## src/rtl/irq_seq_pkg.sv

```systemverilog
// Package: shared types for the interrupt entry sequencer.
// Assumes a one-hot-free binary state encoding is adequate for 7 states.
package irq_seq_pkg;

    typedef enum logic [2:0] {
        ST_IDLE    = 3'd0,
        ST_DEC_SP  = 3'd1,
        ST_PUSH    = 3'd2,
        ST_ACK     = 3'd3,
        ST_LOAD_PC = 3'd4,
        ST_RET_RD  = 3'd5,
        ST_RET_LD  = 3'd6
    } seq_state_t;

    // Number of steps in the entry series (decrement, push, ack, load).
    localparam int unsigned ENTRY_STEPS = 4;

endpackage

```

## src/rtl/irq_seq_fsm.sv

```systemverilog
// Module: irq_seq_fsm
// Steps through the entry series and the return series one per clock and
// decodes a strobe for each step. Assumes instr_done is only acted on in idle;
// a return request has priority over an interrupt at the same boundary.
module irq_seq_fsm
    import irq_seq_pkg::*;
(
    input  logic clk,
    input  logic rst_n,
    input  logic instr_done,
    input  logic ret_req,
    input  logic take_irq,
    output logic busy,
    output logic step_dec,
    output logic step_push,
    output logic step_ack,
    output logic step_vec,
    output logic step_rd,
    output logic step_rld
);

    seq_state_t state_q, state_d;

    // Next-state selection for the sequencer.
    always_comb begin
        state_d = state_q;
        unique case (state_q)
            ST_IDLE: begin
                if (instr_done && ret_req)       state_d = ST_RET_RD;
                else if (instr_done && take_irq) state_d = ST_DEC_SP;
                else                             state_d = ST_IDLE;
            end
            ST_DEC_SP:  state_d = ST_PUSH;
            ST_PUSH:    state_d = ST_ACK;
            ST_ACK:     state_d = ST_LOAD_PC;
            ST_LOAD_PC: state_d = ST_IDLE;
            ST_RET_RD:  state_d = ST_RET_LD;
            ST_RET_LD:  state_d = ST_IDLE;
            default:    state_d = ST_IDLE;
        endcase
    end

    // State register with synchronous active-low reset.
    always_ff @(posedge clk) begin
        if (!rst_n) state_q <= ST_IDLE;
        else        state_q <= state_d;
    end

    // One strobe per step, decoded from the current state.
    always_comb begin
        busy      = (state_q != ST_IDLE);
        step_dec  = (state_q == ST_DEC_SP);
        step_push = (state_q == ST_PUSH);
        step_ack  = (state_q == ST_ACK);
        step_vec  = (state_q == ST_LOAD_PC);
        step_rd   = (state_q == ST_RET_RD);
        step_rld  = (state_q == ST_RET_LD);
    end

endmodule

```

## src/rtl/irq_sp_reg.sv

```systemverilog
// Module: irq_sp_reg
// Stack pointer register that steps down by one or up by one, wrapping
// modulo 2**ADDR_W. Assumes dec and inc are never high together.
module irq_sp_reg #(
    parameter int unsigned ADDR_W = 8
) (
    input  logic              clk,
    input  logic              rst_n,
    input  logic              dec,
    input  logic              inc,
    output logic [ADDR_W-1:0] sp
);

    localparam logic [ADDR_W-1:0] SP_TOP = {ADDR_W{1'b1}};
    localparam logic [ADDR_W-1:0] ONE    = ADDR_W'(1);

    // Update the pointer; arithmetic wraps naturally at the width.
    always_ff @(posedge clk) begin
        if (!rst_n)   sp <= SP_TOP;
        else if (dec) sp <= sp - ONE;
        else if (inc) sp <= sp + ONE;
    end

endmodule

```

## src/rtl/irq_ien_flag.sv

```systemverilog
// Module: irq_ien_flag
// Global interrupt enable flag. Any clear source beats any set source.
// Assumes the sequencer clear and program commands may coincide.
module irq_ien_flag (
    input  logic clk,
    input  logic rst_n,
    input  logic prog_set,
    input  logic prog_clr,
    input  logic seq_set,
    input  logic seq_clr,
    output logic ien
);

    logic any_clr, any_set;

    // Combine the clear and set sources.
    always_comb begin
        any_clr = prog_clr | seq_clr;
        any_set = prog_set | seq_set;
    end

    // Flag register, clear has priority.
    always_ff @(posedge clk) begin
        if (!rst_n)       ien <= 1'b0;
        else if (any_clr) ien <= 1'b0;
        else if (any_set) ien <= 1'b1;
    end

endmodule

```

## src/rtl/irq_entry_seq.sv

```systemverilog
// Module: irq_entry_seq (top)
// Samples the interrupt condition at each instruction end and runs the entry
// series (decrement SP, push PC, acknowledge, load vector, clear enable) or
// the return series (read top of stack, load PC, increment SP, set enable).
// Assumes the core holds pc_cur steady and stalls fetch while busy is high,
// and that the stack memory returns read data one cycle after mem_re.
module irq_entry_seq #(
    parameter int unsigned ADDR_W = 8
) (
    input  logic              clk,
    input  logic              rst_n,
    input  logic              instr_done,
    input  logic              irq_pend,
    input  logic [ADDR_W-1:0] vec_addr,
    input  logic              ien_set,
    input  logic              ien_clr,
    input  logic              ret_req,
    input  logic [ADDR_W-1:0] pc_cur,
    input  logic [ADDR_W-1:0] mem_rdata,
    output logic              mem_we,
    output logic              mem_re,
    output logic [ADDR_W-1:0] mem_addr,
    output logic [ADDR_W-1:0] mem_wdata,
    output logic              pc_ld,
    output logic [ADDR_W-1:0] pc_ld_val,
    output logic              irq_ack,
    output logic [ADDR_W-1:0] sp,
    output logic              ien,
    output logic              busy
);

    logic take_irq;
    logic step_dec, step_push, step_ack, step_vec, step_rd, step_rld;

    // Entry is allowed only when both flags are set.
    always_comb take_irq = ien & irq_pend;

    irq_seq_fsm u_fsm (
        .clk        (clk),
        .rst_n      (rst_n),
        .instr_done (instr_done),
        .ret_req    (ret_req),
        .take_irq   (take_irq),
        .busy       (busy),
        .step_dec   (step_dec),
        .step_push  (step_push),
        .step_ack   (step_ack),
        .step_vec   (step_vec),
        .step_rd    (step_rd),
        .step_rld   (step_rld)
    );

    irq_sp_reg #(.ADDR_W(ADDR_W)) u_sp (
        .clk   (clk),
        .rst_n (rst_n),
        .dec   (step_dec),
        .inc   (step_rld),
        .sp    (sp)
    );

    irq_ien_flag u_ien (
        .clk      (clk),
        .rst_n    (rst_n),
        .prog_set (ien_set),
        .prog_clr (ien_clr),
        .seq_set  (step_rld),
        .seq_clr  (step_vec),
        .ien      (ien)
    );

    // Drive the memory port, PC load and acknowledge from the step strobes.
    always_comb begin
        mem_we    = step_push;
        mem_re    = step_rd;
        mem_addr  = sp;
        mem_wdata = pc_cur;
        irq_ack   = step_ack;
        pc_ld     = step_vec | step_rld;
        pc_ld_val = step_vec ? vec_addr : mem_rdata;
    end

endmodule

```

## config.mk

```make
export PLATFORM = sky130hd
export DESIGN_NAME = irq_entry_seq
export DESIGN_NICKNAME = d
export VERILOG_FILES = /design/src/rtl/irq_seq_pkg.sv /design/src/rtl/irq_seq_fsm.sv /design/src/rtl/irq_sp_reg.sv /design/src/rtl/irq_ien_flag.sv /design/src/rtl/irq_entry_seq.sv
export SDC_FILE = /design/constraint.sdc
export NUM_CORES = 1
export LEC_CHECK = 0
export BUFFER_PORTS_ARGS = -buffer_cell sky130_fd_sc_hd__buf_4
export CORE_ASPECT_RATIO = 1.4
export CORE_UTILIZATION = 30
export DETAILED_ROUTE_END_ITERATION = 8
export PLACE_DENSITY = 0.72
export SKIP_CTS_REPAIR_TIMING = 1
export SLEW_MARGIN = 0
export SYNTH_ARGS = -nofsm -noshare
export SYNTH_HDL_FRONTEND = slang
export SYNTH_SLANG_ARGS = --single-unit
```

## constraint.sdc

```tcl
create_clock -name clk -period 2.17 [get_ports clk]
set_input_delay 0.434 -clock clk [delete_from_list [all_inputs] [get_ports clk]]
set_output_delay 0.434 -clock clk [all_outputs]
set_load 0.05 [all_outputs]
```

==> flow_summary.json, run 1 <==
{
  "synth_area_leaders": "dfxtp_1 (25%), buf_4 (13%), mux2_2 (10%)",
  "path_clk_slew_ns": 0.06,
  "min_from": "ien_clr",
  "p_seq_share_pct": 29.2,
  "crit_chain": "nand2b_2 -> nor2_4 -> mux2_2 -> buf_4",
  "hold_class": "input pin to register",
  "ant_nets": 0,
  "start_kind": "register",
  "dieArea_um2": 3497,
  "cts_tree": "built",
  "grt_remaining_overflow": 0,
  "core_um2": 3123,
  "route.detailed.drc": 0,
  "start_util_pct": 31.33,
  "cp.arrival_ns": 1.64,
  "max-vdd-ir-drop_mv": 0.3450,
  "reg2reg_setup_slack_ns": 0.16,
  "min_period_ns": 2.076,
  "yosys.area.top_type_share_pct": 24.55,
  "cp_slowest_stage_delay_ns": 0.36,
  "dp_hpwl_um": 1876,
  "p_int_mw": 0.5570,
  "place_congestion": 0.7916,
  "vias_per_cell": 5.021,
  "fin_skew_ns": 0.003837,
  "leakagePower_nw": 0.5959,
  "fin_nets": 188,
  "synth-main-ff-cell": "dfxtp_1",
  "max_cap_viol_count": 0,
  "setup_viol": 0,
  "synth.most_common_cell": "buf_4",
  "synth_top_area_cell": "dfxtp_1",
  "switching_share_pct": 41.63,
  "critPathKind": "register to primary output",
  "syn_area_per_cell_um2": 8.222,
  "track_usage_pct": 14.08,
  "path_max_fanout": 9,
  "rsz0062_at_grt": "false",
  "fin_tns_setup_ns": 0,
  "ios": 69,
  "io_buffers": 52,
  "num_vias": 974,
  "clkPwrFrac_pct": 26.7,
  "netlist_area_um2": 978.4,
  "post-route-period-util_pct": 95.66,
  "fin_hold_ws_ns": 0.3437,
  "slew_headroom_pct": 67.16,
  "cp_top_family": "simple AND/OR/NAND/NOR gates",
  "fin_util_pct": 43.19,
  "r2r-end": "u_sp.sp[6]$_SDFFE_PN1P_",
  "ys_warn_count": 0,
  "required_ns": 1.74,
  "powerDensity_nw_per_um2": 707.5,
  "firstDrtPassIters": 3,
  "area_growth_pct": 37.85,
  "reg2reg_from": "u_fsm.state_q[0]$_SDFF_PN0_",
  "grt_pass1_vias": 851,
  "ys_async_sr_fraction_pct": 0,
  "seq_area_frac_synth_pct": 24.55,
  "cp_num_buf_inv": 1,
  "tightest_slew_ns": 0.4915,
  "rr_worst_depth": 6,
  "clk_path_buf_depth": 2,
  "clkSinkCount": 12,
  "syn_inst": 119,
  "antennaDiodeCount": 0,
  "hold_end": "u_ien.ien$_SDFFE_PP0P_",
  "num-fill-cells": 322,
  "grt_antenna_before_repair": 0,
  "rows": 24,
  "cts-root-buf": "clkbuf_8",
  "final_layout_size_suffix_gt1_share_pct": 47.74,
  "drt_iter0_drc": 12,
  "grt_pass1_wl_um": 3677,
  "status": "completed",
  "synth_edf_count": 0,
  "finalMaxSlewViolations": 0,
  "netSwitchingPower_mw": 0.3972,
  "die_w_um": 50.27,
  "wl_um": 2471,
  "final-hold-violation-count": 0,
  "synth-seq-cells": 12,
  "end_kind": "primary output",
  "synth_common_cells": "buf_4 (17), dfxtp_1 (12), mux2_2 (9), nand2_1 (9), nor3_1 (7)",
  "cpMaxStageDelayCell": "dfxtp_1",
  "synth_nets": 151,
  "combPwrFrac_pct": 44.1,
  "max_freq_ghz": 0.4817,
  "holdPathStages": 2,
  "yosysUniqueCellTypes": 37,
  "wl_per_cell_um": 12.74,
  "cts_buffers": 3,
  "fp.dieH_um": 69.57,
  "h-tree-depth": 1,
  "clk-insertion-delay-late_ns": 0.25,
  "grt_max_degree": 15
}
==> cells by family (layout without fill, tap and decap cells) <==
group	Yosys count	in the layout	synth area share (%)
simple gates	51	52	30.82
compound gates	15	15	9.335
buf+inv	24	59	16.62
xor+xnor	2	2	1.791
mux	14	14	15.60
flops	12	12	24.55
fa+ha+maj	1	1	1.279
==> registers in the layout (all words and copies together), names as in the netlist <==
| name | cells |
|---|---|
| u_sp.sp | 8 |
| u_ien.ien | 1 |
| u_fsm.state_q | 3 |
==> worst max path at each step <==
stage / startpoint / end / slack [ns] / cells past startpoint
3_5_place_dp: u_fsm.state_q[2]$_SDFF_PN0_ / pc_ld_val[4] / 0.17 / 4
5_1_grt: u_fsm.state_q[0]$_SDFF_PN0_ / pc_ld_val[4] / 0.02 / 4
4_1_cts: u_fsm.state_q[2]$_SDFF_PN0_ / pc_ld_val[4] / -0.10 / 4
2_1_floorplan: u_sp.sp[1]$_SDFFE_PN1P_ / u_sp.sp[6]$_SDFFE_PN1P_ / 0.10 / 6
6_report: u_fsm.state_q[0]$_SDFF_PN0_ / pc_ld_val[4] / 0.09 / 4
3_3_place_gp: u_fsm.state_q[2]$_SDFF_PN0_ / pc_ld_val[4] / 0.21 / 4
==> stage by stage <==
step	area (um2)	setup WS (ns)	power, mW	instances
4_1_cts	1329	-0.1047	0.9587	193
5_1_grt	1349	0.01969	1.003	194
2_1_floorplan	978.4	0.1015	0.6317	119
3_3_place_gp	1274	0.2127	0.6944	189
3_5_place_dp	1274	0.1665	0.6992	189
6_report	1349	0.09414	0.9543	194
==> placed cells by master (no fill, tap or decap), types with 2 or more instances in the layout <==
| master | instances |
|---|---|
| buf_4 | 54 |
| and2_1 | 2 |
| nor4_1 | 3 |
| nand2_1 | 9 |
| and3_1 | 2 |
| o21a_1 | 2 |
| dfxtp_1 | 11 |
| mux2_2 | 9 |
| clkbuf_8 | 4 |
| xnor2_1 | 2 |
| nand3_1 | 4 |
| a31oi_1 | 2 |
| nor3_1 | 7 |
| nor2_4 | 2 |
| a21oi_1 | 4 |
| nor2_1 | 6 |
| nand3b_1 | 4 |
| o21ai_0 | 4 |
| mux2i_1 | 4 |
| nand2b_1 | 2 |
| or3_1 | 2 |
==> power groups by stage <==
stage	Sequential [mW]	Combinational [mW]	Clock (mW)
finish	0.279	0.421	0.254
global route	0.284	0.446	0.273
CTS	0.279	0.417	0.262
detailed placement	0.283	0.416	0
global placement	0.281	0.413	0
floorplan	0.312	0.319	0
==> final cells by class <==
type | instances | area [um2] | area share (%)
clock buffer | 4 | 55.05 | 4.082
inverter | 1 | 3.754 | 0.2783
timing repair buffer | 54 | 405.4 | 30.06
multi-input combinational | 84 | 594.3 | 44.06
tap | 39 | 48.80 | 3.618
sequential | 12 | 241.5 | 17.90
==> metal layers <==
metal	vias up	routed length [um]	GRT usage (%)	share of wire, %
li1	481	-	-	-
met1	434	940	15.30	38
met2	54	1286	24.74	52
met3	5	190	1.974	7.7
met4	0	54	8.571	2.2
met5	-	0	0	0
No activity file was read; power rests on OpenSTA's default activity.
==> run 2: changes to the inputs <==
Settings changed: PLACE_DENSITY 0.72 to 0.74.
Clock period 2.17 ns to 1.85 ns, I/O delays scaled along.
==> flow_summary.json, run 2 (same netlist as run 1, synthesis figures left out) <==
{
  "rsz0062_at_grt": "true",
  "fin_util_pct": 50.12,
  "min_period_ns": 1.870,
  "ios": 69,
  "post-route-period-util_pct": 101.1,
  "cp.arrival_ns": 1.50,
  "powerDensity_nw_per_um2": 774.1,
  "final_cell_mix": "buf_4 (56), nand2_1 (9), mux2_4 (8), buf_8 (8), dfxtp_1 (8)",
  "critPathKind": "register to primary output",
  "area_growth_pct": 59.97,
  "largestRegisters": "u_sp.sp (8), u_fsm.state_q (3), u_ien.ien (1)",
  "max-vdd-ir-drop_mv": 0.4356,
  "cts-root-buf": "clkbuf_8",
  "fin_nets": 199,
  "firstDrtPassIters": 4,
  "holdPathStages": 2,
  "wl_um": 2810,
  "wl_per_cell_um": 13.71,
  "route.detailed.drc": 0,
  "dpl_worst_slack_ns": 0.01092,
  "setup_viol": 5,
  "track_usage_pct": 15.24,
  "grt_antenna_before_repair": 0,
  "max_freq_ghz": 0.5347,
  "dp_hpwl_um": 1909,
  "slew_headroom_pct": 69.54,
  "clk_path_buf_depth": 2,
  "clkSinkCount": 12,
  "place_congestion": 0.7287,
  "max_cap_viol_count": 0,
  "largest_reg_flops": 8,
  "required_ns": 1.48,
  "place_area_um2": 1354,
  "multi_input_area_um2": 646.9,
  "cts_buffers": 3,
  "final-hold-violation-count": 0,
  "tightest_slew_ns": 0.4562,
  "cts_tree": "built",
  "final_area_um2": 1565,
  "violations": "setup timing",
  "regArea_um2": 247.7,
  "clk-insertion-delay-late_ns": 0.25,
  "grt_pass1_wl_um": 4098,
  "path_max_fanout": 5,
  "fin_skew_ns": 0.002625,
  "num_vias": 1038,
  "largest_register": "u_sp.sp",
  "drt_iter0_drc": 12,
  "leakagePower_nw": 0.7114,
  "grt_pass1_vias": 999,
  "final_common_cell": "buf_4",
  "start_util_pct": 31.33,
  "path_clk_slew_ns": 0.06,
  "start_kind": "register",
  "finalMaxSlewViolations": 0,
  "num-fill-cells": 316,
  "grt_max_degree": 15,
  "io_buffers": 52,
  "ant_nets": 0,
  "fp.dieH_um": 69.57,
  "die_w_um": 50.27,
  "hold_class": "input pin to register",
  "fin_ws_ns": -0.02027,
  "dieArea_um2": 3497,
  "rows": 24,
  "fin_tns_setup_ns": -0.09155,
  "vias_per_cell": 5.063,
  "core_um2": 3123,
  "end_kind": "primary output",
  "rr_worst_depth": 6,
  "final_layout_size_suffix_gt1_share_pct": 55.42,
  "status": "complete, but fails checks",
  "antennaDiodeCount": 0,
  "grt_remaining_overflow": 0,
  "h-tree-depth": 1
}
==> run 2: worst paths after layout <==
path	endpoint	startpoint	slack, ns
hold / removal	u_ien.ien$_SDFFE_PP0P_	ien_clr	0.29
setup / recovery	pc_ld_val[5]	u_fsm.state_q[0]$_SDFF_PN0_	-0.02
hold reg to reg	u_sp.sp[7]$_SDFFE_PN1P_	u_sp.sp[7]$_SDFFE_PN1P_	0.53
setup reg to reg	u_sp.sp[6]$_SDFFE_PN1P_	u_fsm.state_q[2]$_SDFF_PN0_	0.01
==> run 2: final cells by class <==
class,count,share of cell area [%]
inverters,1,0.2398
clock buffers,4,3.517
flip-flops and latches,12,15.83
well taps,39,3.118
multi-input cells,83,41.33
repair buffers,66,35.97
==> run 2: metrics by stage <==
step           hold WS, ns  total power, mW  std cells
2_1_floorplan       0.4467           0.7480        119
3_3_place_gp        0.5085           0.8468        198
3_5_place_dp        0.5226           0.8503        198
4_1_cts             0.2833            1.153        202
5_1_grt             0.2879            1.264        205
6_report            0.2854            1.212        205
==> run 2: where the power goes <==
group	total (mW)	internal [mW]	switching [mW]	leakage (nW)
combinational	0.595	0.249	0.345	0.584
sequential	0.319	0.282	0.0369	0.0984
clock	0.298	0.189	0.109	0.0288
==> run 2: worst max-delay path, cell delays in order (launching register included) <==
cell and delay (ns):
dfxtp_4 0.35, nand2b_4 0.15, nor2_4 0.13, buf_6 0.15, mux2_4 0.31, buf_8 0.15
==> run 2: metal layers <==
metal,global-route usage (%),share of wire (%)
met5,0,0
met4,6.667,1.4
met3,3.728,7.8
met2,26.81,52
met1,16.67,39
